## src/rtl/dctl_pkg.sv

```systemverilog
package dctl_pkg;

    localparam int WORD_W = 32;

    localparam int B_G0    = 0;
    localparam int B_G1NS  = 1;
    localparam int B_G1S   = 2;
    localparam int B_ARES  = 4;
    localparam int B_ARENS = 5;
    localparam int B_DS    = 6;
    localparam int B_WPEND = 31;

    localparam logic [WORD_W-1:0] NS_VIEW_MASK = 32'h8000_0012;
    localparam logic [WORD_W-1:0] TYPE_FIXED   = 32'h03F8_0000;
    localparam int                TYPE_SEC_BIT = 10;

    typedef enum logic [1:0] {
        SEL_CTRL  = 2'd0,
        SEL_TYPE  = 2'd1,
        SEL_IDENT = 2'd2,
        SEL_NONE  = 2'd3
    } reg_sel_e;

    typedef struct packed {
        logic ds;
        logic are_ns;
        logic g1s;
        logic g1ns;
        logic g0;
    } ctl_state_t;

    localparam ctl_state_t CTL_RESET = '{ds: 1'b0, are_ns: 1'b1, g1s: 1'b0,
                                         g1ns: 1'b0, g0: 1'b0};

    function automatic logic [WORD_W-1:0] ctl_pack(input ctl_state_t s);
        logic [WORD_W-1:0] w;
        w          = '0;
        w[B_G0]    = s.g0;
        w[B_G1NS]  = s.g1ns;
        w[B_G1S]   = s.g1s;
        w[B_ARES]  = 1'b1;
        w[B_ARENS] = s.are_ns;
        w[B_DS]    = s.ds;
        w[B_WPEND] = 1'b0;
        return w;
    endfunction

    function automatic logic [WORD_W-1:0] write_mask(input logic ds, input logic secure);
        logic [WORD_W-1:0] m;
        m = '0;
        if (ds) begin
            m[B_G0]   = 1'b1;
            m[B_G1NS] = 1'b1;
        end else if (secure) begin
            m[B_G0]   = 1'b1;
            m[B_G1NS] = 1'b1;
            m[B_G1S]  = 1'b1;
            m[B_DS]   = 1'b1;
        end else begin
            m[B_G1NS] = 1'b1;
        end
        return m;
    endfunction

endpackage

```

## src/rtl/dctl_wr_policy.sv

```systemverilog
module dctl_wr_policy
    import dctl_pkg::*;
(
    input  ctl_state_t          cur,
    input  logic                wr_hit,
    input  logic                secure,
    input  logic [WORD_W-1:0]   wdata,
    output ctl_state_t          nxt
);
    logic [WORD_W-1:0] mask;
    logic [WORD_W-1:0] merged;
    logic              ds_rising;

    always_comb begin
        mask      = write_mask(cur.ds, secure);
        merged    = (ctl_pack(cur) & ~mask) | (wdata & mask);
        ds_rising = wr_hit && merged[B_DS] && !cur.ds;
        nxt       = cur;
        if (wr_hit) begin
            nxt.g0   = merged[B_G0];
            nxt.g1ns = merged[B_G1NS];
            nxt.g1s  = merged[B_G1S];
            nxt.ds   = cur.ds | merged[B_DS];
        end
        if (ds_rising) begin
            nxt.g1s    = 1'b0;
            nxt.are_ns = 1'b0;
        end
    end
endmodule

```

## src/rtl/dctl_type_gen.sv

```systemverilog
module dctl_type_gen
    import dctl_pkg::*;
#(
    parameter int NUM_IRQ = 256
) (
    input  logic              ds,
    output logic [WORD_W-1:0] type_word
);
    localparam int          LINES   = (NUM_IRQ / 32) - 1;
    localparam logic [4:0]  LINES_F = 5'(LINES);

    always_comb begin
        type_word               = TYPE_FIXED;
        type_word[TYPE_SEC_BIT] = ~ds;
        type_word[4:0]          = LINES_F;
    end
endmodule

```

## src/rtl/dctl_rd_view.sv

```systemverilog
module dctl_rd_view
    import dctl_pkg::*;
#(
    parameter logic [31:0] IDENT = 32'h0100_0A5C
) (
    input  reg_sel_e          sel,
    input  logic              rd_en,
    input  logic              secure,
    input  logic              ds,
    input  logic [WORD_W-1:0] ctl_word,
    input  logic [WORD_W-1:0] type_word,
    output logic [WORD_W-1:0] rdata
);
    logic [WORD_W-1:0] ctl_view;

    always_comb begin
        ctl_view = (!secure && !ds) ? (ctl_word & NS_VIEW_MASK) : ctl_word;
        unique case (sel)
            SEL_CTRL:  rdata = ctl_view;
            SEL_TYPE:  rdata = type_word;
            SEL_IDENT: rdata = IDENT;
            default:   rdata = '0;
        endcase
        if (!rd_en) rdata = '0;
    end
endmodule

```

## src/rtl/dist_ctl_bank.sv

```systemverilog
module dist_ctl_bank
    import dctl_pkg::*;
#(
    parameter int          ADDR_W  = 4,
    parameter int          NUM_IRQ = 256,
    parameter logic [31:0] IDENT   = 32'h0100_0A5C
) (
    input  logic              clk,
    input  logic              rst,
    input  logic              wr_en,
    input  logic              rd_en,
    input  logic [ADDR_W-1:0] addr,
    input  logic              secure,
    input  logic [31:0]       wdata,
    output logic [31:0]       rdata,
    output logic              grp0_en,
    output logic              grp1ns_en,
    output logic              grp1s_en,
    output logic              sec_dis
);
    localparam logic [ADDR_W-1:0] OFS_CTRL  = ADDR_W'(0);
    localparam logic [ADDR_W-1:0] OFS_TYPE  = ADDR_W'(1);
    localparam logic [ADDR_W-1:0] OFS_IDENT = ADDR_W'(2);

    ctl_state_t        state_q;
    ctl_state_t        state_d;
    reg_sel_e          sel;
    logic              wr_hit;
    logic [WORD_W-1:0] type_word;

    always_comb begin
        if (addr == OFS_CTRL)       sel = SEL_CTRL;
        else if (addr == OFS_TYPE)  sel = SEL_TYPE;
        else if (addr == OFS_IDENT) sel = SEL_IDENT;
        else                        sel = SEL_NONE;
    end

    assign wr_hit = wr_en && (sel == SEL_CTRL);

    dctl_wr_policy wr_i (
        .cur    (state_q),
        .wr_hit (wr_hit),
        .secure (secure),
        .wdata  (wdata),
        .nxt    (state_d)
    );

    always_ff @(posedge clk) begin
        if (rst) state_q <= CTL_RESET;
        else     state_q <= state_d;
    end

    dctl_type_gen #(.NUM_IRQ(NUM_IRQ)) type_i (
        .ds        (state_q.ds),
        .type_word (type_word)
    );

    dctl_rd_view #(.IDENT(IDENT)) rd_i (
        .sel       (sel),
        .rd_en     (rd_en),
        .secure    (secure),
        .ds        (state_q.ds),
        .ctl_word  (ctl_pack(state_q)),
        .type_word (type_word),
        .rdata     (rdata)
    );

    assign grp0_en   = state_q.g0;
    assign grp1ns_en = state_q.g1ns;
    assign grp1s_en  = state_q.g1s;
    assign sec_dis   = state_q.ds;
endmodule

```

## config.mk

```make
export PLATFORM = sky130hd
export DESIGN_NAME = dist_ctl_bank
export DESIGN_NICKNAME = d
export VERILOG_FILES = /design/src/rtl/dctl_pkg.sv /design/src/rtl/dctl_wr_policy.sv /design/src/rtl/dctl_type_gen.sv /design/src/rtl/dctl_rd_view.sv /design/src/rtl/dist_ctl_bank.sv
export SDC_FILE = /design/constraint.sdc
export NUM_CORES = 1
export LEC_CHECK = 0
export ABC_AREA = 1
export BUFFER_PORTS_ARGS = -buffer_cell sky130_fd_sc_hd__buf_2
export CORE_UTILIZATION = 44
export CTS_CLUSTER_DIAMETER = 60
export CTS_CLUSTER_SIZE = 14
export DETAILED_ROUTE_END_ITERATION = 7
export GPL_ROUTABILITY_DRIVEN = 0
export PLACE_DENSITY = 0.86
export SKIP_CTS_REPAIR_TIMING = 1
export SLEW_MARGIN = 20
export SYNTH_ARGS = -nofsm -noshare
export SYNTH_HDL_FRONTEND = slang
export SYNTH_HIERARCHICAL = 1
export SYNTH_SLANG_ARGS = --single-unit
```

## constraint.sdc

```tcl
create_clock -name clk -period 1.6 [get_ports clk]
set_clock_uncertainty 0.15 [all_clocks]
set_input_delay 0 -clock clk [delete_from_list [all_inputs] [get_ports clk]]
set_output_delay 0 -clock clk [all_outputs]
set_load 0.02 [all_outputs]
```

* Word level (Yosys, flattened, before mapping)
Cells that the tools add are included.
** Cells by class
- Add/subtract/negate cells :: 0
- Multiply operators :: 0
- Div/mod/pow operators :: 0
- Order comparisons :: 0
- Equality and inequality tests :: 4
- Shift operators :: 0
- Muxes and demuxes :: 9
- Bitwise gates (word level) :: 6
- Reductions and logical operators :: 9
** Operators with widths (number)
- 32-bit case mux with 3 select lines :: 1
- 32-bit two-way mux :: 1
- 7-bit bitwise AND :: 2
- 7-bit two-way mux :: 1
- 7-bit inverter :: 1
- 7-bit bitwise OR :: 1
- 4-bit by 1-bit equality test with 1-bit output (second input constant) :: 1
- 4-bit by 2-bit equality test with 1-bit output (second input constant) :: 1
- 1-bit logical AND :: 4
- 4-bit zero test :: 1
- 1-bit two-way mux :: 4
- 2-bit two-way mux :: 2
- 2-bit by 1-bit equality test with 1-bit output (second input constant) :: 1
- 2-bit equality test (second input constant) :: 1
- 1-bit zero test :: 2
- 2-bit zero test :: 1
- 2-bit OR reduction :: 1
- 1-bit inverter :: 1
- 1-bit bitwise OR :: 1
** Word-level totals
- Register bits :: 5
- Bits in latches :: 0
- RAM bits :: 0
- ROM bits :: 0
- Bits of input ports :: 41
- Output and inout port bits :: 36
- Word-level logic and storage cells :: 33
- Memories kept :: 0

* Longest topological paths before layout
Gate-level depths: netlist of run 1.
- Depth after elaboration :: 9
- Depth in mapped cells :: 9
- Depth with buffers taken out :: 9

* Cells and area by module
Netlist of run 1, hierarchy kept.
** Modules (own cells, without submodules)
- dctl_rd_view :: instances 1, cells an instance 114, area an instance 540.5 um2, sequential area each 0.0 um2
- dctl_type_gen :: instances 1, cells an instance 34, area an instance 244.0 um2, sequential area each 0.0 um2
- dist_ctl_bank :: instances 1, cells an instance 23, area an instance 177.7 um2, sequential area each 100.1 um2
- dctl_wr_policy :: instances 1, cells an instance 22, area an instance 91.3 um2, sequential area each 0.0 um2

* Worst setup path after synthesis of run 1
Ideal clock, no wire load.
- Path type :: register to output
- Start :: register state_q, in the netlist sec_dis
- End :: output rdata[0]
- Arrival :: 1.211 ns
- Required time :: 1.450 ns
- Slack :: 0.239 ns
- Stages on the path, launching flop included :: 6
- Buffers on the path :: 1
- Cells stage by stage :: dfxtp_1 -> inv_1 -> nand2_1 -> buf_2 -> nand3_1 -> a21oi_1
** Between the ends
- Word-level cells in the longest chain between the ends :: 5
** Ends and longest elaborated chain
- start: declaration :: RTL line dist_ctl_bank.sv:25 : ctl_state_t state_q;
- start signal: assignment :: RTL line dist_ctl_bank.sv:50 : else state_q <= state_d;
- 1-bit zero test :: RTL line dctl_rd_view.sv:17 : ctl_view = (!secure && !ds) ? (ctl_word & NS_VIEW_MASK) : ctl_word;
- 1-bit logical AND :: RTL line dctl_rd_view.sv:17
- 7-bit two-way mux :: RTL line dctl_rd_view.sv:17
- 32-bit case mux with 3 select lines :: RTL line dctl_rd_view.sv:18 : unique case (sel)
- 32-bit two-way mux :: RTL line dctl_rd_view.sv:24 : if (!rd_en) rdata = '0;
- end: declaration :: RTL line dist_ctl_bank.sv:15 : output logic [31:0] rdata,
No other way between the ends.

* Final worst setup path of run 1
Ends and elaborated chain as after synthesis.

==> flow_metrics.py, run 1 <==
metrics = {
    "floorplanning": {
        "floorplan.die.width_um": 50.9,
        "core_um2": 2230,
        "floorplan.die.height_um": 50.9,
        "die_area_um2": 2590,
        "ios": 77,
        "rows": 17,
        "initial_core_util": 0.472,
    },
    "pwr": {
        "total_leakage_power_nw": 0.681,
        "max_rail_drop_vdd_uv": 444,
        "finalPower_mw": 0.439,
        "power_density_nw_per_um2": 335,
    },
    "worst_setup_path": {
        "worstPathMaxFanout": 11,
        "worst_path_largest_cell_delay_ns": 0.42,
        "critPathRequiredTime_ns": 1.45,
        "setup.worst_path.end_class": "output port",
        "path_delay_family": "flip-flops",
        "critical-path-slowest-cell": "dfxtp_1",
        "setup.worst_path.class": "reg2out",
        "crit_arrival_ns": 1.32,
        "crit_path_cells": "inv_1, nand2_4, nand3_1, a21oi_1, buf_2",
        "setup.worst_path.start_class": "flop",
        "timing.critical_path.buf_inv": 2,
    },
    "route": {
        "remaining_drc_errors": 0,
        "via_count": 1170,
        "drt_iter0_markers": 19,
        "antenna_violating_nets_post_route": 0,
        "post_drt_via_cell_ratio": 4.13,
        "first_pass_iteration_count_of_the_detailed_router": 4,
        "wirelength_um": 2310,
        "detail_route.wl_per_cell_um": 8.15,
    },
    "timing": {
        "final-hold-violation-count": 0,
        "final-max-slew-violation-count": 0,
        "fin_crit_ns": 1.47,
        "rsz0062_at_grt": "false",
        "timing.final.setup_violations": 0,
        "fmax_mhz": 681,
        "setup_tns_ns": 0,
        "period_share": 0.918,
    },
    "grt": {
        "grt_pass1_wl_um": 3690,
        "antenna_violations_before_repair": 0,
        "grt_resource_usage_total": 0.180,
        "gr-usage-met3": 0,
        "grt_start_max_net_pins": 26,
        "met2_usage": 0.349,
        "grt_util_met1": 0.201,
        "globalRoute.totalOverflow": 0,
        "grt_pass1_vias": 928,
        "most_used_routing_layer_in_global_routing": "met2",
    },
    "synthesis": {
        "share_of_the_yosys_chip_area_belonging_to_registers": 0.0950,
        "synth_seq_cells": 5,
        "simple_gate_share_of_the_synthesized_area": 0.348,
        "ys_warn_count": 6,
        "largest_family_of_logic_cells_by_synthesized_area": "simple AND/OR/NAND/NOR gates",
        "synth_mux_area_frac": 0,
        "syn_area_per_cell_um2": 5.46,
        "netlist_area_pre_place_um2": 1050,
        "compound_cell_area_share_of_the_yosys_netlist": 0.200,
        "arithmetic_cell_share_of_the_synthesized_area_counting_full_adders_half_adders_and_majority_gates": 0,
        "synthCells": 193,
        "synthXorXnorAreaFrac": 0,
        "yosysUniqueCellTypes": 20,
    },
    "clocking": {
        "tritoncts_clock_tree": "yes",
        "cts_made_buffers": 3,
        "clk_pin_slew_worst_paths_ns": 0.05,
        "clock_path_buffers": 2,
        "cts.sinks": 5,
        "ctsHtreeMaxLevel": 1,
        "clkLatencyLatePin_ns": 0.24,
        "cts-root-buf": "clkbuf_4",
    },
    "finish": {
        "final_nets": 297,
        "drive_above_1_share": 0.200,
        "area_growth_syn_to_layout_pct": 24.6,
        "insertedDiodeCount": 0,
    },
    "place": {
        "portBuffers": 33,
        "dp_hpwl_um": 1650,
    },
    "run": {
        "maxCapViolCount": 0,
    },
    "min_path": {
        "timing.hold.worst.class": "in2reg",
    },
    "run_status": {
        "run_status": "completed",
    },
}
==> cells in the final DEF, fill, tap and decap left out, drive strengths merged, types with 4 or more instances in the layout <==
| cell | n |
|---|---|
| nand2 | 39 |
| nand3 | 25 |
| dfxtp | 5 |
| buf | 40 |
| nor2 | 16 |
| conb | 58 |
| inv | 19 |
| o21ai | 10 |
| a21oi | 32 |
| dlygate4sd3 | 4 |
| clkbuf | 4 |
==> sequential cells by signal, indices dropped and copies added, names as in the netlist <==
| register | flops |
|---|---|
| state_q | 1 |
| grp0_en | 1 |
| grp1ns_en | 1 |
| grp1s_en | 1 |
| sec_dis | 1 |
==> final cells by class <==
cell class | count | area, µm²
Clock buffer | 4 | 26.3
Tap cell | 28 | 35.0
Fill cell | 240 | 921
Inverter | 20 | 75.1
Timing Repair Buffer | 44 | 270
Sequential cell | 5 | 100
Multi-Input combinational cell | 182 | 806
==> cells by family (layout without fill, tap and decap cells) <==
family,after synthesis,in the layout
flip-flops,5,5
buffers and inverters,60,68
AND/OR/NAND/NOR,82,82
other,4,58
AO/OA/AOI/OAI,42,42
==> synth_stat cells (all sizes together) <==
| master | count | area share |
|---|---|---|
| dfxtp | 5 | 0.095 |
| buf | 37 | 0.26 |
| o21ai | 10 | 0.047 |
| nand4 | 1 | 0.0059 |
| a21oi | 32 | 0.15 |
| or2 | 1 | 0.0059 |
| clkinv | 1 | 0.0036 |
| clkbuf | 3 | 0.011 |
| inv | 19 | 0.068 |
| conb | 4 | 0.014 |
| nand3 | 25 | 0.12 |
| nor2 | 16 | 0.076 |
| nand2 | 39 | 0.14 |
==> where the power goes <==
part / switching (mW) / leakage, nW / internal [mW] / total, mW
logic: 0.109 / 0.626 / 0.0537 / 0.163
clock network: 0.0551 / 0.0150 / 0.0945 / 0.150
registers: 0.000947 / 0.0404 / 0.126 / 0.127
total: 0.165 / 0.681 / 0.274 / 0.439
==> path summary, 6_finish.rpt <==
check / to / depth (start not counted) / slack, ns / from
setup / recovery: rdata[0] / 5 / 0.13 / sec_dis$_SDFF_PP0_
hold / removal: grp0_en$_SDFF_PP0_ / 7 / 0.008 / wdata[0]
setup reg to reg: state_q[3]$_SDFF_PP1_ / 5 / 0.35 / sec_dis$_SDFF_PP0_
hold reg to reg: state_q[3]$_SDFF_PP1_ / 3 / 0.38 / state_q[3]$_SDFF_PP1_
==> worst register-to-register path, delay by kind of cell (launching register included) <==
| kind | cells | cell delay (ns) |
|---|---|---|
| simple gates | 3 | 0.45 |
| buf+inv | 2 | 0.17 |
| flops | 1 | 0.36 |
==> through the flow <==
stage / utilization / area [µm²] / instances / hold WS, ns / worst slack [ns]
after detailed placement: 0.553 / 1230 / 275 / 0.0746 / 0.237
after global routing: 0.588 / 1310 / 283 / 0.0382 / 0.0430
after global placement: 0.553 / 1230 / 275 / 0.0677 / 0.242
after floorplan: - / 1260 / 247 / -0.0788 / 0.239
final: 0.588 / 1310 / 283 / 0.00795 / 0.132
after CTS: 0.565 / 1260 / 279 / -0.182 / -0.0281
==> routing by layer <==
layer | share of wire | up-vias
met5 | 0 | -
met4 | 0.016 | 0
met3 | 0.030 | 4
met2 | 0.51 | 34
met1 | 0.44 | 480
li1 | - | 652
No activity file was read; power rests on OpenSTA's default activity.
==> run 2: changes to the inputs <==
--- a/config.mk
+++ b/config.mk
@@ -13,6 +13,7 @@
 export DETAILED_ROUTE_END_ITERATION = 7
 export GPL_ROUTABILITY_DRIVEN = 0
 export PLACE_DENSITY = 0.86
+export RECOVER_POWER = 50
 export SKIP_CTS_REPAIR_TIMING = 1
 export SLEW_MARGIN = 20
 export SYNTH_ARGS = -nofsm -noshare
==> flow_metrics.py, run 2 (synthesis gave the netlist of run 1 again) <==
metrics = {
    "floorplanning": {
        "ios": 77,
        "core_um2": 2230,
        "floorplan.die.width_um": 50.9,
        "initial_core_util": 0.472,
        "die_area_um2": 2590,
        "floorplan.die.height_um": 50.9,
        "rows": 17,
    },
    "place": {
        "placement.cell_area_um2": 1230,
        "portBuffers": 33,
        "place_inst": 275,
        "post-place-ws_ns": 0.237,
        "dp_hpwl_um": 1650,
    },
    "finish": {
        "post_layout_inst_area_um2": 1300,
        "n_fill_cell": 243,
        "utilization": 0.584,
        "drive_above_1_share": 0.173,
        "final_cell_mix": "conb_1, nand2_1, a21oi_1",
        "final_nets": 297,
        "final_cell_count_no_fill": 283,
        "area_growth_syn_to_layout_pct": 23.8,
        "insertedDiodeCount": 0,
        "final_common_cell": "conb_1",
    },
    "clocking": {
        "clock_path_buffers": 2,
        "cts-root-buf": "clkbuf_4",
        "ctsHtreeMaxLevel": 1,
        "clkLatencyLatePin_ns": 0.25,
        "cts_made_buffers": 3,
        "cts.sinks": 5,
        "tritoncts_clock_tree": "yes",
        "clk_pin_slew_worst_paths_ns": 0.05,
    },
    "pwr": {
        "share_comb_of_total_power": 0.369,
        "finalPower_mw": 0.440,
        "switchingPower_mw": 0.167,
        "cellInternalPower_mw": 0.274,
        "total_leakage_power_nw": 0.651,
        "power_density_nw_per_um2": 338,
        "sequential_power_share": 0.289,
        "max_rail_drop_vdd_uv": 444,
        "power.clock.fraction": 0.343,
        "switching_share": 0.378,
    },
    "grt": {
        "grt_pass1_vias": 928,
        "grt_pass1_wl_um": 3690,
        "globalRoute.totalOverflow": 0,
        "grt_start_max_net_pins": 26,
        "grt_resource_usage_total": 0.180,
        "antenna_violations_before_repair": 0,
    },
    "worst_setup_path": {
        "critical_path_depth": 5,
        "rr_worst_depth": 5,
        "r2r_end": "state_q[3]$_SDFF_PP1_",
        "worstPathMaxFanout": 11,
        "path_delay_family": "flip-flops",
        "setup.worst_path.start_class": "flop",
        "crit_path_cells": "inv_1, nand2_4, nand3_1, a21oi_1, buf_2",
        "setup.worst_path.end_class": "output port",
        "critical-path-slowest-cell": "dfxtp_1",
        "crit_end": "rdata[0]",
        "r2r-start": "sec_dis$_SDFF_PP0_",
        "crit_path_start": "sec_dis$_SDFF_PP0_",
        "worst-r2r-setup-slack_ns": 0.35,
        "setup.worst_path.class": "reg2out",
        "critPathRequiredTime_ns": 1.45,
        "timing.critical_path.buf_inv": 2,
        "worst_path_largest_cell_delay_ns": 0.42,
        "crit_arrival_ns": 1.32,
    },
    "min_path": {
        "holdPathStages": 5,
        "timing.hold.worst.class": "in2reg",
    },
    "timing": {
        "timing.final.setup_violations": 0,
        "rsz0062_at_grt": "false",
        "fin_crit_ns": 1.47,
        "setup_tns_ns": 0,
        "final-max-slew-violation-count": 0,
        "fmax_mhz": 678,
        "finalWorstSetupSlack_ns": 0.125,
        "hold_ws_ns": 0.0112,
        "final-hold-violation-count": 0,
        "period_share": 0.922,
    },
    "route": {
        "remaining_drc_errors": 0,
        "wirelength_um": 2330,
        "drt_iter0_markers": 19,
        "via_count": 1173,
        "first_pass_iteration_count_of_the_detailed_router": 4,
        "post_drt_via_cell_ratio": 4.14,
        "antenna_violating_nets_post_route": 0,
        "detail_route.wl_per_cell_um": 8.24,
    },
    "run_status": {
        "run_status": "completed",
    },
    "run": {
        "maxCapViolCount": 0,
    },
}
## run 2: worst min-delay path by stage
stage	start	endpoint	slack [ns]
floorplan	rst	grp0_en$_SDFF_PP0_	-0.08
global placement	rst	grp0_en$_SDFF_PP0_	0.07
detailed placement	rst	grp1ns_en$_SDFF_PP0_	0.07
CTS	rst	grp0_en$_SDFF_PP0_	-0.18
global route	wdata[6]	sec_dis$_SDFF_PP0_	0.04
finish	secure	grp1s_en$_SDFF_PP0_	0.01
## run 2: cell type report
class                      count  area, µm²  area share
tap                           28       35.0      0.0269
inverter                      20       75.1      0.0576
multi-input combinational    182        806       0.618
timing repair buffer          44        262       0.201
clock buffer                   4       26.3      0.0202
sequential                     5        100      0.0768
## run 2: power groups by stage
stage / sequential [mW] / combinational [mW] / clock, mW
floorplan: 0.130 / 0.159 / 0
global placement: 0.129 / 0.148 / 0
detailed placement: 0.129 / 0.149 / 0
CTS: 0.127 / 0.150 / 0.153
global route: 0.127 / 0.185 / 0.164
finish: 0.127 / 0.162 / 0.151
## run 2: worst min-delay path, cell delays in order
cell and delay [ns]:
buf_2 0.13, nand3_1 0.10, o21ai_1 0.06, inv_1 0.05
nor2_1 0.03
## run 2: routing by layer
metal  part of all wire  up-vias  global-route usage
met2               0.52       34               0.349
met5                  0        -                   0
li1                   -      651                   -
met4              0.016        0              0.0833
met1               0.44      484               0.201
met3              0.028        4                   0
